### src/rtl/prg_xlate_pkg.sv
package prg_xlate_pkg;
  typedef enum logic [1:0] {
    WIN_LO  = 2'd0,
    WIN_MID = 2'd1,
    WIN_HI  = 2'd2,
    WIN_TOP = 2'd3
  } win_e;
endpackage

### src/rtl/prg_bank_regs.sv
module prg_bank_regs #(
  parameter int BANK_W = 5,
  parameter int DATA_W = 8,
  parameter int SWAP_BIT = 1
) (
  input  logic              clk,
  input  logic              rst_n,
  input  logic [DATA_W-1:0] wdata,
  input  logic              we_a,
  input  logic              we_b,
  input  logic              we_mode,
  output logic [BANK_W-1:0] sel_a,
  output logic [BANK_W-1:0] sel_b,
  output logic              swap
);
  logic [BANK_W-1:0] sel_a_nx, sel_b_nx;
  logic              swap_nx;

  always_comb begin
    sel_a_nx = sel_a;
    sel_b_nx = sel_b;
    swap_nx  = swap;
    if (we_a)    sel_a_nx = wdata[BANK_W-1:0];
    if (we_b)    sel_b_nx = wdata[BANK_W-1:0];
    if (we_mode) swap_nx  = wdata[SWAP_BIT];
  end

  always_ff @(posedge clk or negedge rst_n) begin
    if (!rst_n) begin
      sel_a <= '0;
      sel_b <= '0;
      swap  <= 1'b0;
    end else begin
      sel_a <= sel_a_nx;
      sel_b <= sel_b_nx;
      swap  <= swap_nx;
    end
  end

  // registers hold without a strobe
  a_r10_hold: assert property (@(posedge clk) disable iff (!rst_n)
    !we_a && !we_b && !we_mode |=> $stable(sel_a) && $stable(sel_b) && $stable(swap));
  // swap follows data bit
  a_r6_swap: assert property (@(posedge clk) disable iff (!rst_n)
    we_mode |=> swap == $past(wdata[SWAP_BIT]));
  // upper bits dropped
  a_r7_sel_a: assert property (@(posedge clk) disable iff (!rst_n)
    we_a |=> sel_a == $past(wdata[BANK_W-1:0]));
endmodule

### src/rtl/prg_addr_map.sv
module prg_addr_map
  import prg_xlate_pkg::*;
#(
  parameter int BANK_W = 5,
  parameter int NUM_BANKS = 32,
  parameter int PAGE_W = 13,
  parameter int RAM_AW = 11
) (
  input  logic [15:0]             cpu_addr,
  input  logic                    cpu_rw,
  input  logic [BANK_W-1:0]       sel_a,
  input  logic [BANK_W-1:0]       sel_b,
  input  logic                    swap,
  output logic [BANK_W+PAGE_W-1:0] rom_addr,
  output logic                    rom_en,
  output logic                    ram_en,
  output logic [RAM_AW-1:0]       ram_addr
);
  localparam logic [BANK_W-1:0] LAST_BANK = BANK_W'(NUM_BANKS - 1);
  localparam logic [BANK_W-1:0] PENU_BANK = BANK_W'(NUM_BANKS - 2);

  win_e              win;
  logic [BANK_W-1:0] bank;

  always_comb begin
    win = win_e'(cpu_addr[14:13]);
    unique case (win)
      WIN_LO:  bank = swap ? PENU_BANK : sel_a;
      WIN_MID: bank = sel_b;
      WIN_HI:  bank = swap ? sel_a : PENU_BANK;
      default: bank = LAST_BANK;
    endcase
  end

  assign rom_addr = {bank, cpu_addr[PAGE_W-1:0]};
  assign rom_en   = cpu_rw & cpu_addr[15];
  assign ram_en   = (cpu_addr[15:12] == 4'h6);
  assign ram_addr = cpu_addr[RAM_AW-1:0];

  // enables never overlap
  always_comb a_r8_r9_excl: assert (!(rom_en && ram_en));
endmodule

### src/rtl/prg_xlate.sv
module prg_xlate #(
  parameter int NUM_BANKS = 32,
  parameter int BANK_W = 5,
  parameter int PAGE_W = 13,
  parameter int RAM_AW = 11,
  localparam int ROM_AW = BANK_W + PAGE_W
) (
  input  logic              clk,
  input  logic              rst_n,
  input  logic [15:0]       cpu_addr,
  input  logic              cpu_rw,
  input  logic [7:0]        cpu_data,
  input  logic              wr_sel_a,
  input  logic              wr_sel_b,
  input  logic              wr_mode,
  output logic [ROM_AW-1:0] rom_addr,
  output logic              rom_en,
  output logic              ram_en,
  output logic [RAM_AW-1:0] ram_addr
);
  logic [BANK_W-1:0] sel_a, sel_b;
  logic              swap;

  prg_bank_regs #(.BANK_W(BANK_W), .DATA_W(8), .SWAP_BIT(1)) u_regs (
    .clk(clk), .rst_n(rst_n), .wdata(cpu_data),
    .we_a(wr_sel_a), .we_b(wr_sel_b), .we_mode(wr_mode),
    .sel_a(sel_a), .sel_b(sel_b), .swap(swap)
  );

  prg_addr_map #(.BANK_W(BANK_W), .NUM_BANKS(NUM_BANKS), .PAGE_W(PAGE_W), .RAM_AW(RAM_AW)) u_map (
    .cpu_addr(cpu_addr), .cpu_rw(cpu_rw), .sel_a(sel_a), .sel_b(sel_b), .swap(swap),
    .rom_addr(rom_addr), .rom_en(rom_en), .ram_en(ram_en), .ram_addr(ram_addr)
  );

  // top window always last bank
  a_r3_last: assert property (@(posedge clk) disable iff (!rst_n)
    cpu_addr[15:13] == 3'b111 |-> rom_addr[ROM_AW-1:PAGE_W] == BANK_W'(NUM_BANKS - 1));
  // writes never drive ROM
  a_r8_no_write_rom: assert property (@(posedge clk) disable iff (!rst_n)
    !cpu_rw |-> !rom_en);
endmodule

### config.mk
export PLATFORM = sky130hd
export DESIGN_NAME = prg_xlate
export DESIGN_NICKNAME = d
export VERILOG_FILES = /design/src/rtl/prg_xlate_pkg.sv /design/src/rtl/prg_bank_regs.sv /design/src/rtl/prg_addr_map.sv /design/src/rtl/prg_xlate.sv
export SDC_FILE = /design/constraint.sdc
export NUM_CORES = 1
export LEC_CHECK = 0
export BUFFER_PORTS_ARGS = -buffer_cell sky130_fd_sc_hd__buf_2
export CAP_MARGIN = 10
export CORE_MARGIN = 2
export CORE_UTILIZATION = 40
export CTS_BUF_LIST = sky130_fd_sc_hd__clkbuf_4
export CTS_CLUSTER_SIZE = 40
export DETAILED_ROUTE_END_ITERATION = 12
export GPL_TIMING_DRIVEN = 0
export HOLD_SLACK_MARGIN = 0.03
export PLACE_DENSITY = 0.81
export REMOVE_ABC_BUFFERS = 1
export SYNTH_ARGS = -nofsm -noshare
export SYNTH_HDL_FRONTEND = slang
export SYNTH_SLANG_ARGS = --single-unit
### constraint.sdc
create_clock -name clk -period 1.1 [get_ports clk]
set_input_delay 0.055 -clock clk [delete_from_list [all_inputs] [get_ports clk]]
set_output_delay 0.055 -clock clk [all_outputs]
set_load 0.03 [all_outputs]
# --- Word-level counts from Yosys, hierarchy flattened ---
# Index checks and enable logic that the tools add are counted.
word_totals:
  reg_bits: 11
  input_bits: 30
  output_inout_bits: 31
  elab_cells: 11
classes:
  n_eq_ne: 3
  n_mux: 3
  n_bitwise: 1
  reduce_logical: 1
op_table:
  columns: ["op", "n"]
  rows:
  - ["5-bit case mux with 3 select lines", 1]
  - ["5-bit 2-to-1 mux", 2]
  - ["4-bit by 3-bit equality test with 1-bit output, second input constant", 1]
  - ["2-bit by 1-bit equality test with 1-bit output, second input constant", 1]
  - ["2-bit equality test, second input constant", 1]
  - ["2-bit zero test", 1]
  - ["1-bit bitwise AND", 1]

# --- Longest topological paths before layout ---
# Gate-level depths: netlist of the first run.
logic_depth:
  ltp_word: 2
  ltp_mapped: 3
  mapped_depth_nobuf: 2

# --- By module ---
# From an unflattened synthesis of the first run, not the netlist that was laid out.
unflattened:
  cells_unflattened: 71
  area_unflattened_um2: 772.0
by_module_without_submodules:
  columns: ["mod", "instances", "cells_each", "area_per_inst_um2", "seq_area_each_um2"]
  rows:
  - ["prg_bank_regs", 1, 22, 399.1, 275.3]
  - ["prg_addr_map", 1, 49, 372.9, 0.0]

# --- Worst setup path before layout of the first run ---
# OpenSTA, ideal clock, no wires.
synth_timing:
  kind: "reg-to-output"
  startpoint: "register u_regs.swap"
  endpoint: "output rom_addr[14]"
  t_arrival_ps: 1360
  required_ps: 1045
  path_slack_ps: -315
  stages_incl_launch_ff: 4
  n_path_buf: 1
  path_cell_list: "dfrtp_1 buf_6 and4bb_1 nor3_1"
synth_via:
  elab_chain_len: 2
  word_cells_on_any_way: 3
  classes_between: "mux (3)"
synth_rtl:
  columns: ["element", "line_no", "source"]
  rows:
  - ["start, declared", "prg_bank_regs.sv:14", "output logic swap"]
  - ["start signal, assigned", "prg_bank_regs.sv:36", "swap <= swap_nx;"]
  - ["5-bit 2-to-1 mux, on equally long branches", "prg_addr_map.sv:30, prg_addr_map.sv:28", null]
  - ["5-bit case mux with 3 select lines *", "prg_addr_map.sv:27", "unique case (win)"]
  - ["end, declared", "prg_xlate.sv:16", "output logic [ROM_AW-1:0] rom_addr,"]
# Mark *: on every way between the ends. The rest lies on a longest branch, timed or not.

# --- Worst setup path in the final report of the first run ---
layout_timing:
  startpoint: "register u_regs.swap"
  endpoint: "output rom_addr[13]"
# Same word-level chain as after synthesis.

==> results of run 1 <==
==> cells in the mapped netlist <==
cell | instances | area share
buf_4 | 24 | 0.23
dfrtp_1 | 11 | 0.35
mux2_2 | 11 | 0.16
nor3_1 | 5 | 0.032
and4bb_1 | 4 | 0.064
nor3b_1 | 4 | 0.038
nor4_1 | 4 | 0.032
buf_6 | 3 | 0.043
a21o_2 | 1 | 0.011
a221o_1 | 1 | 0.013
and2_1 | 1 | 0.0080
nand2_1 | 1 | 0.0048
nor4b_1 | 1 | 0.011
==> worst reg2reg max path, cell delays in order, from the launching register on <==
cell     delay [ns]
dfrtp_2        0.45
buf_6          0.15
buf_6          0.12
buf_6          0.10
mux2_4         0.26
==> cells in the final DEF, fill, tap and decap left out <==
cell type | netlist | routed
nor3_1 | 5 | 3
mux2_4 | 0 | 1
nor3_2 | 0 | 2
nor4_4 | 0 | 1
buf_4 | 24 | 4
nor3b_1 | 4 | 4
nor4b_1 | 1 | 1
and4bb_1 | 4 | 4
clkbuf_4 | 0 | 4
buf_6 | 3 | 4
and2_1 | 1 | 1
a21o_2 | 1 | 1
nor4_1 | 4 | 2
a221o_1 | 1 | 1
dfrtp_2 | 0 | 1
dlygate4sd3_1 | 0 | 1
dfrtp_1 | 11 | 10
buf_2 | 0 | 18
nor4_2 | 0 | 1
mux2_2 | 11 | 10
nand2_1 | 1 | 1
==> repair_timing <==
| item | 4_1_cts | 5_1_grt |
|---|---|---|
| endpoints found under the hold margin | 11 | 0 |
| pin swaps | 2 | 0 |
| gates cloned | 0 | 0 |
| buffers inserted | 4 | 0 |
| setup endpoints to repair | 5 | 6 |
| resized for setup | 13 | 4 |
| hold buffers | 1 | 0 |
==> power breakdown <==
part / switching, mW / leakage (nW) / internal (mW)
sequential: 0.0332 / 0.128 / 0.446
clock: 0.134 / 0.0184 / 0.165
combinational: 0.142 / 0.225 / 0.145
==> cell families (layout without fill, tap and decap cells) <==
family	Yosys count	count (layout)	share of synthesized area
DFF	11	11	0.353
muxes	11	11	0.159
AOI/OAI and AO/OA	2	2	0.0240
buffers and inverters	27	31	0.274
and+or+nand+nor	20	20	0.191
==> stage by stage <==
| step | area (µm²) | TNS, ns |
|---|---|---|
| after floorplan | 567 | -1.14 |
| after global placement | 708 | -0.203 |
| after detailed placement | 708 | -0.328 |
| after CTS | 821 | -1.59 |
| after global routing | 840 | -1.80 |
| final | 840 | -1.56 |
==> final timing paths <==
path                                                to  slack, ns  cells after the start
max                                       rom_addr[13]      -0.31                      3
min                        u_regs.sel_a[4]$_DFFE_PN0P_       0.03                      2
min reg2reg                u_regs.sel_b[1]$_DFFE_PN0P_       0.52                      1
max in group asynchronous      u_regs.swap$_DFFE_PN0P_       0.70                      2
min in group asynchronous  u_regs.sel_a[4]$_DFFE_PN0P_       0.19                      2
max reg2reg                    u_regs.swap$_DFFE_PN0P_      -0.08                      4
==> per-layer routing <==
metal,up-vias,track usage,wire length [µm]
li1,236,-,-
met1,257,0.180,722
met2,38,0.245,785
met3,2,0.111,207
met4,0,0.0811,19
met5,-,0.100,0
==> state kept, by name (all words and copies together), names as in the netlist <==
name and count:
u_regs.sel_a 5, u_regs.sel_b 5, u_regs.swap 1
==> layout make-up <==
cell class              instances  share of cell area
multi-input cells              33               0.389
clock buffers                   4              0.0358
repair buffers                 27               0.209
flip-flops and latches         11               0.329
well taps                      25              0.0373
==> impl_metrics.py, run 1 <==
metrics = {
    "place": {
        "gp_congestion": 0.717,
        "port_buffers": 22,
        "dp_cells": 91,
        "dp_hpwl_um": 1270,
        "dp_slack_ns": -0.112,
    },
    "drt": {
        "drt_iter0_markers": 0,
        "routedWlPerCell_um": 17.4,
        "vias": 533,
        "dr.pass1.iters": 1,
        "drc": 0,
        "via_per_inst": 5.33,
        "wirelength_um": 1740,
        "ant_nets": 0,
    },
    "layout": {
        "multiInputGateArea_um2": 327,
        "final_core_util": 0.471,
        "drive_gt1_frac": 0.627,
        "fillerInstances": 168,
        "antenna_cells": 0,
        "fin_nets": 106,
        "syn_to_final_growth_pct": 7.53,
        "stdcell_count": 100,
        "ff_latch_area_um2": 277,
    },
    "clock_tree": {
        "clkSinkCount": 11,
        "clockRootBuffer": "clkbuf_4",
        "clkSlewWorstSetupHoldPaths_ns": 0.07,
        "cts_tree": "done",
        "htree_levels": 1,
        "cts_buffers": 3,
        "clk_latency_ns": 0.26,
        "clock_path_buffers": 2,
    },
    "setup_path": {
        "cp-start-kind": "flop",
        "slowest_stage": "dfrtp_2",
        "cp_top_family": "compound AO/OA/AOI/OAI gates",
        "path_cells": "a21o_2 -> a221o_1 -> buf_6",
        "reg2reg_from": "u_regs.swap$_DFFE_PN0P_",
        "path_buf_inv": 1,
        "end_kind": "output pin",
        "critPathArrivalTime_ns": 1.35,
        "worst-path-max-fanout": 6,
        "crit_type": "reg2out",
        "slowest_delay_ns": 0.45,
        "startpoint": "u_regs.swap$_DFFE_PN0P_",
        "required_ns": 1.04,
    },
    "power": {
        "ir_drop_mv": 0.546,
        "fin_total_pwr_mw": 1.06,
        "powerDensity_nw_per_um2": 1270,
        "leakagePower_nw": 0.371,
    },
    "status": {
        "status": "complete, but fails checks",
        "violations": "negative setup slack",
    },
    "floorplanning": {
        "num_io_pins": 61,
        "fp.dieArea_um2": 2320,
        "initial_utilization": 0.438,
        "core-area_um2": 1780,
        "num_rows": 15,
        "die_h_um": 48.2,
        "die_w_um": 48.2,
    },
    "timing": {
        "period_minus_slack_ns": 1.41,
        "tightestPinTransition_ns": 0.284,
        "hold_violations": 0,
        "max_slew_margin": 0.811,
        "finalSetupViolCount": 6,
        "finClkSkew_ns": 0,
        "finalMaxSlewViolations": 0,
        "fin_crit_sh": 1.28,
        "holdWs_ns": 0.0337,
        "max_freq_mhz": 710,
        "rsz0062_at_grt": "true",
        "timing.final.ws_setup_ns": -0.309,
    },
    "logic_synthesis": {
        "synth.avg_cell_area_um2": 11.0,
        "ys_warn_count": 0,
        "syn_area_um2": 781,
        "syn_inst": 71,
        "synth-seq-cells": 11,
        "ys_seq_area_frac": 0.353,
        "yosysUniqueCellTypes": 13,
    },
    "grt": {
        "grt_util_all_layers": 0.168,
        "first_global_vias": 536,
        "antenna_found_initial": 0,
        "grt_max_degree": 17,
        "overflow": 0,
        "grt_pass1_wl_um": 2480,
    },
    "min_path": {
        "hold_path.startpoint": "cpu_data[4]",
        "hold_class": "in2reg",
    },
    "flow_run": {
        "drv_cap": 0,
    },
}
(Power assumes the default switching activity.)
==> run 2, diff against run 1 <==
clock period = 1.4 ns   (was 1.1 ns; I/O delays follow)
==> run 2 against run 1 <==
The flow still finishes with violations (negative setup slack). First-iteration DRC count unchanged. Count of clock-buffer cells in the layout unchanged. Critical path depth unchanged. Die area unchanged. Global-route usage unchanged. Non-clock buffer count unchanged. Largest power group unchanged. Highest routed layer unchanged.
==> impl_metrics.py, run 2 (same netlist as run 1, synthesis figures left out) <==
metrics = {
    "place": {
        "place_area_um2": 708,
        "port_buffers": 22,
        "dp_hpwl_um": 1270,
        "dp_slack_ns": 0.173,
        "gp_congestion": 0.717,
    },
    "min_path": {
        "worstHoldEndpoint": "u_regs.sel_a[4]$_DFFE_PN0P_",
        "hold_path.startpoint": "cpu_data[4]",
        "hold_class": "in2reg",
        "min_path_cells": 2,
    },
    "timing": {
        "finClkSkew_ns": 0,
        "tightestPinTransition_ns": 0.284,
        "timing.final.ws_setup_ns": -0.0251,
        "max_slew_margin": 0.811,
        "finalSetupViolCount": 3,
        "finalMaxSlewViolations": 0,
        "max_freq_mhz": 702,
        "rsz0062_at_grt": "true",
        "period_minus_slack_ns": 1.43,
        "hold_violations": 0,
        "fin_crit_sh": 1.02,
    },
    "clock_tree": {
        "cts_buffers": 3,
        "clock_path_buffers": 2,
        "clkSinkCount": 11,
        "cts_tree": "done",
        "htree_levels": 1,
        "clockRootBuffer": "clkbuf_4",
        "clk_latency_ns": 0.26,
        "clkSlewWorstSetupHoldPaths_ns": 0.07,
    },
    "setup_path": {
        "reg2reg_slack_ns": 0.20,
        "startpoint": "u_regs.swap$_DFFE_PN0P_",
        "required_ns": 1.33,
        "timing.rr.end": "u_regs.swap$_DFFE_PN0P_",
        "reg2reg_from": "u_regs.swap$_DFFE_PN0P_",
        "crit_type": "reg2out",
        "path_cells": "a21o_2 -> a221o_1 -> buf_6",
        "end_kind": "output pin",
        "worst-path-max-fanout": 6,
        "slowest_stage": "dfrtp_2",
        "slowest_delay_ns": 0.45,
        "critPathArrivalTime_ns": 1.36,
        "cp-start-kind": "flop",
        "reg2reg_depth": 4,
    },
    "floorplanning": {
        "die_w_um": 48.2,
        "fp.dieArea_um2": 2320,
        "die_h_um": 48.2,
        "initial_utilization": 0.438,
        "num_rows": 15,
        "num_io_pins": 61,
        "core-area_um2": 1780,
    },
    "drt": {
        "vias": 534,
        "ant_nets": 0,
        "drc": 0,
        "wirelength_um": 1740,
        "via_per_inst": 5.34,
        "drt_iter0_markers": 0,
        "dr.pass1.iters": 1,
        "routedWlPerCell_um": 17.4,
    },
    "power": {
        "leakagePower_nw": 0.365,
        "ir_drop_mv": 0.428,
        "powerDensity_nw_per_um2": 1000,
    },
    "layout": {
        "final_common_cell": "buf_2",
        "drive_gt1_frac": 0.627,
        "antenna_cells": 0,
        "mostFrequentLayoutCells": "buf_2 (18), mux2_2 (11), dfrtp_1 (10), buf_4 (5)",
        "final_area_um2": 832,
        "syn_to_final_growth_pct": 6.57,
        "largestRegisters": "u_regs.sel_a (5), u_regs.sel_b (5), u_regs.swap (1)",
        "fin_nets": 106,
    },
    "grt": {
        "first_global_vias": 536,
        "antenna_found_initial": 0,
        "grt_max_degree": 17,
        "grt_util_all_layers": 0.168,
        "grt_pass1_wl_um": 2480,
        "overflow": 0,
    },
    "status": {
        "violations": "negative setup slack",
        "status": "complete, but fails checks",
    },
    "flow_run": {
        "drv_cap": 0,
    },
}
run 2: cell types whose count changed in the layout (fill, tap and decap cells not counted):
| cell | before | now |
|---|---|---|
| mux2_2 | 10 | 11 |
| buf_6 | 4 | 3 |
| mux2_4 | 1 | 0 |
| buf_4 | 4 | 5 |
run 2: power by group:
group	total (mW)	switching, mW	leakage [nW]	internal [mW]
Clock	0.235	0.106	0.0184	0.130
Combinational	0.221	0.111	0.219	0.110
Sequential	0.376	0.0262	0.128	0.350
run 2: final cells by class:
cell class              instances  area (µm²)
clock buffers                   4        30.0
well taps                      25        31.3
repair buffers                 27         171
flip-flops and latches         11         277
fillers                       166         951
multi-input cells              33         323
run 2: per-layer routing:
layer | up-vias | track usage | part of all wire
met3 | 2 | 0.111 | 0.12
li1 | 237 | - | -
met5 | - | 0.100 | 0
met4 | 0 | 0.0811 | 0.011
met2 | 38 | 0.245 | 0.45
met1 | 257 | 0.180 | 0.42
run 2: timing repair:
action                     CTS  global route
hold buffers                 1             0
cloned                       0             0
gates resized for setup     13             2
buffers inserted             4             0
pin swaps                    2             0
setup endpoints to repair    5             5
hold endpoints to repair    11             0
run 2: worst max path at each step:
stage / to / slack (ns)
floorplan: rom_addr[14] / 0.0006
global placement: rom_addr[13] / 0.20
detailed placement: rom_addr[13] / 0.17
CTS: rom_addr[16] / -0.02
global route: rom_addr[13] / -0.07
finish: rom_addr[13] / -0.03
run 2: stage by stage:
| step | cells | setup TNS [ns] | power, mW | utilization | hold WS [ns] |
|---|---|---|---|---|---|
| 6_report | 100 | -0.0574 | 0.833 | 0.467 | 0.0479 |
| 3_3_place_gp | 91 | 0 | 0.545 | 0.397 | -0.0572 |
| 3_5_place_dp | 91 | 0 | 0.557 | 0.397 | -0.0494 |
| 2_1_floorplan | 44 | 0 | 0.477 | - | -0.226 |
| 4_1_cts | 100 | -0.0714 | 0.831 | 0.460 | 0.0486 |
| 5_1_grt | 100 | -0.270 | 0.871 | 0.467 | 0.0479 |
run 2: critical path: cells and delay by family (launching register included):
family | cells | cell delay, ns
compound gates | 2 | 0.50
buf+inv | 1 | 0.14
flops | 1 | 0.45
==> run 3, diff against run 2 <==
CORE_MARGIN = default   (was 2)
==> run 3 against run 2 <==
The flow still finishes with violations (negative setup slack). First-iteration DRC count is 3 higher. Clock power grew 3%. Sequential share of layout area decreased by 0.73 points. Combinational power is essentially flat. Largest cell class unchanged. Critical path depth unchanged. Register-to-register slack better by 0.22 ns. Global-route usage is 3.1 points higher. Hold slack worse by 0.0082 ns.
==> impl_metrics.py, run 3 (same netlist as run 1, synthesis figures left out) <==
metrics = {
    "clock_tree": {
        "clk_latency_ns": 0.26,
        "clkSlewWorstSetupHoldPaths_ns": 0.08,
        "cts_tree": "done",
        "clkSinkCount": 11,
        "clockRootBuffer": "clkbuf_4",
        "cts_buffers": 3,
        "clock_path_buffers": 2,
        "htree_levels": 1,
    },
    "grt": {
        "antenna_found_initial": 0,
        "grt_pass1_wl_um": 2680,
        "grt_max_degree": 17,
        "overflow": 0,
        "first_global_vias": 596,
        "grt_util_all_layers": 0.199,
    },
    "layout": {
        "final_area_um2": 851,
        "fin_nets": 104,
        "mostFrequentLayoutCells": "buf_2 (17), mux2_2 (11), dfrtp_1 (10), buf_4 (5)",
        "drive_gt1_frac": 0.658,
        "syn_to_final_growth_pct": 8.97,
        "largestRegisters": "u_regs.sel_a (5), u_regs.sel_b (5), u_regs.swap (1)",
        "final_common_cell": "buf_2",
        "antenna_cells": 0,
        "stdcell_count": 98,
    },
    "setup_path": {
        "required_ns": 1.33,
        "worst-path-max-fanout": 6,
        "cp-start-kind": "flop",
        "reg2reg_from": "u_regs.swap$_DFFE_PN0P_",
        "crit_type": "reg2out",
        "critPathArrivalTime_ns": 1.36,
        "startpoint": "u_regs.swap$_DFFE_PN0P_",
        "reg2reg_depth": 2,
        "end_kind": "output pin",
    },
    "timing": {
        "hold_violations": 0,
        "fin_crit_sh": 1.02,
        "max_slew_margin": 0.775,
        "max_freq_mhz": 698,
        "rsz0062_at_grt": "true",
        "finalMaxSlewViolations": 0,
        "tightestPinTransition_ns": 0.338,
        "holdWs_ns": 0.0397,
        "period_minus_slack_ns": 1.43,
        "finalSetupViolCount": 4,
        "finClkSkew_ns": 0,
        "timing.final.ws_setup_ns": -0.0334,
    },
    "drt": {
        "drt_iter0_markers": 3,
        "via_per_inst": 5.61,
        "drc": 0,
        "vias": 550,
        "ant_nets": 0,
        "dr.pass1.iters": 2,
        "wirelength_um": 1850,
        "routedWlPerCell_um": 18.8,
    },
    "floorplanning": {
        "initial_utilization": 0.438,
        "fp.dieArea_um2": 2130,
        "core-area_um2": 1780,
        "num_io_pins": 61,
        "die_w_um": 46.2,
        "die_h_um": 46.2,
        "num_rows": 15,
    },
    "place": {
        "dp_cells": 91,
        "port_buffers": 22,
        "dp_slack_ns": 0.180,
        "gp_congestion": 0.738,
        "place_area_um2": 708,
    },
    "power": {
        "powerDensity_nw_per_um2": 991,
        "ir_drop_mv": 0.418,
        "leakagePower_nw": 0.361,
    },
    "status": {
        "violations": "negative setup slack",
        "status": "complete, but fails checks",
    },
    "min_path": {
        "hold_path.startpoint": "cpu_data[4]",
        "hold_class": "in2reg",
        "min_path_cells": 2,
    },
    "flow_run": {
        "drv_cap": 0,
    },
}
==> run 3: cell types whose count changed in the layout (fill, tap and decap cells not counted) <==
cell / delta
nor4_1: -2
buf_2: -1
nor3_2: +1
nor4_4: +2
buf_6: -1
nor3_1: -1
==> run 3: layer usage <==
layer / track usage / vias up / share of wire
met3: 0.141 / 6 / 0.13
met1: 0.153 / 263 / 0.35
met2: 0.330 / 47 / 0.50
met5: 0.114 / - / 0
li1: - / 234 / -
met4: 0.141 / 0 / 0.025
==> run 3: timing repair <==
action | 4_1_cts | 5_1_grt
resized for setup | 14 | 5
setup buffers | 2 | 0
pin swaps | 2 | 1
hold buffers | 1 | 0
hold endpoints to repair | 11 | 0
setup endpoints to repair | 5 | 5
==> run 3: worst paths after layout <==
path	endpoint	slack, ns
min in group asynchronous	u_regs.sel_b[0]$_DFFE_PN0P_	0.19
worst min-delay path	u_regs.sel_b[4]$_DFFE_PN0P_	0.04
worst min register to register	u_regs.sel_b[0]$_DFFE_PN0P_	0.51
max in group asynchronous	u_regs.swap$_DFFE_PN0P_	0.98
worst max register to register	u_regs.swap$_DFFE_PN0P_	0.42
worst max-delay path	rom_addr[13]	-0.03
==> run 3: critical path: stages, from the launching register on <==
cell	delay (ns)
dfrtp_2	0.45
a21o_2	0.20
a221o_1	0.30
buf_6	0.14
==> run 3: per-stage QoR <==
step / TNS [ns] / total power [mW] / util
2_1_floorplan: 0 / 0.477 / -
3_3_place_gp: 0 / 0.546 / 0.397
3_5_place_dp: 0 / 0.555 / 0.397
4_1_cts: -0.106 / 0.834 / 0.458
5_1_grt: -0.298 / 0.889 / 0.477
6_report: -0.0993 / 0.843 / 0.477
==> run 3: layout make-up <==
cell class,count,area [µm²]
clock buffers,4,30.0
fillers,162,932
multi-input cells,33,358
flip-flops and latches,11,277
well taps,25,31.3
repair buffers,25,155
==> run 3: power by group <==
| part | switching, mW | internal, mW |
|---|---|---|
| Clock | 0.111 | 0.130 |
| Sequential | 0.0294 | 0.350 |
| Combinational | 0.115 | 0.107 |
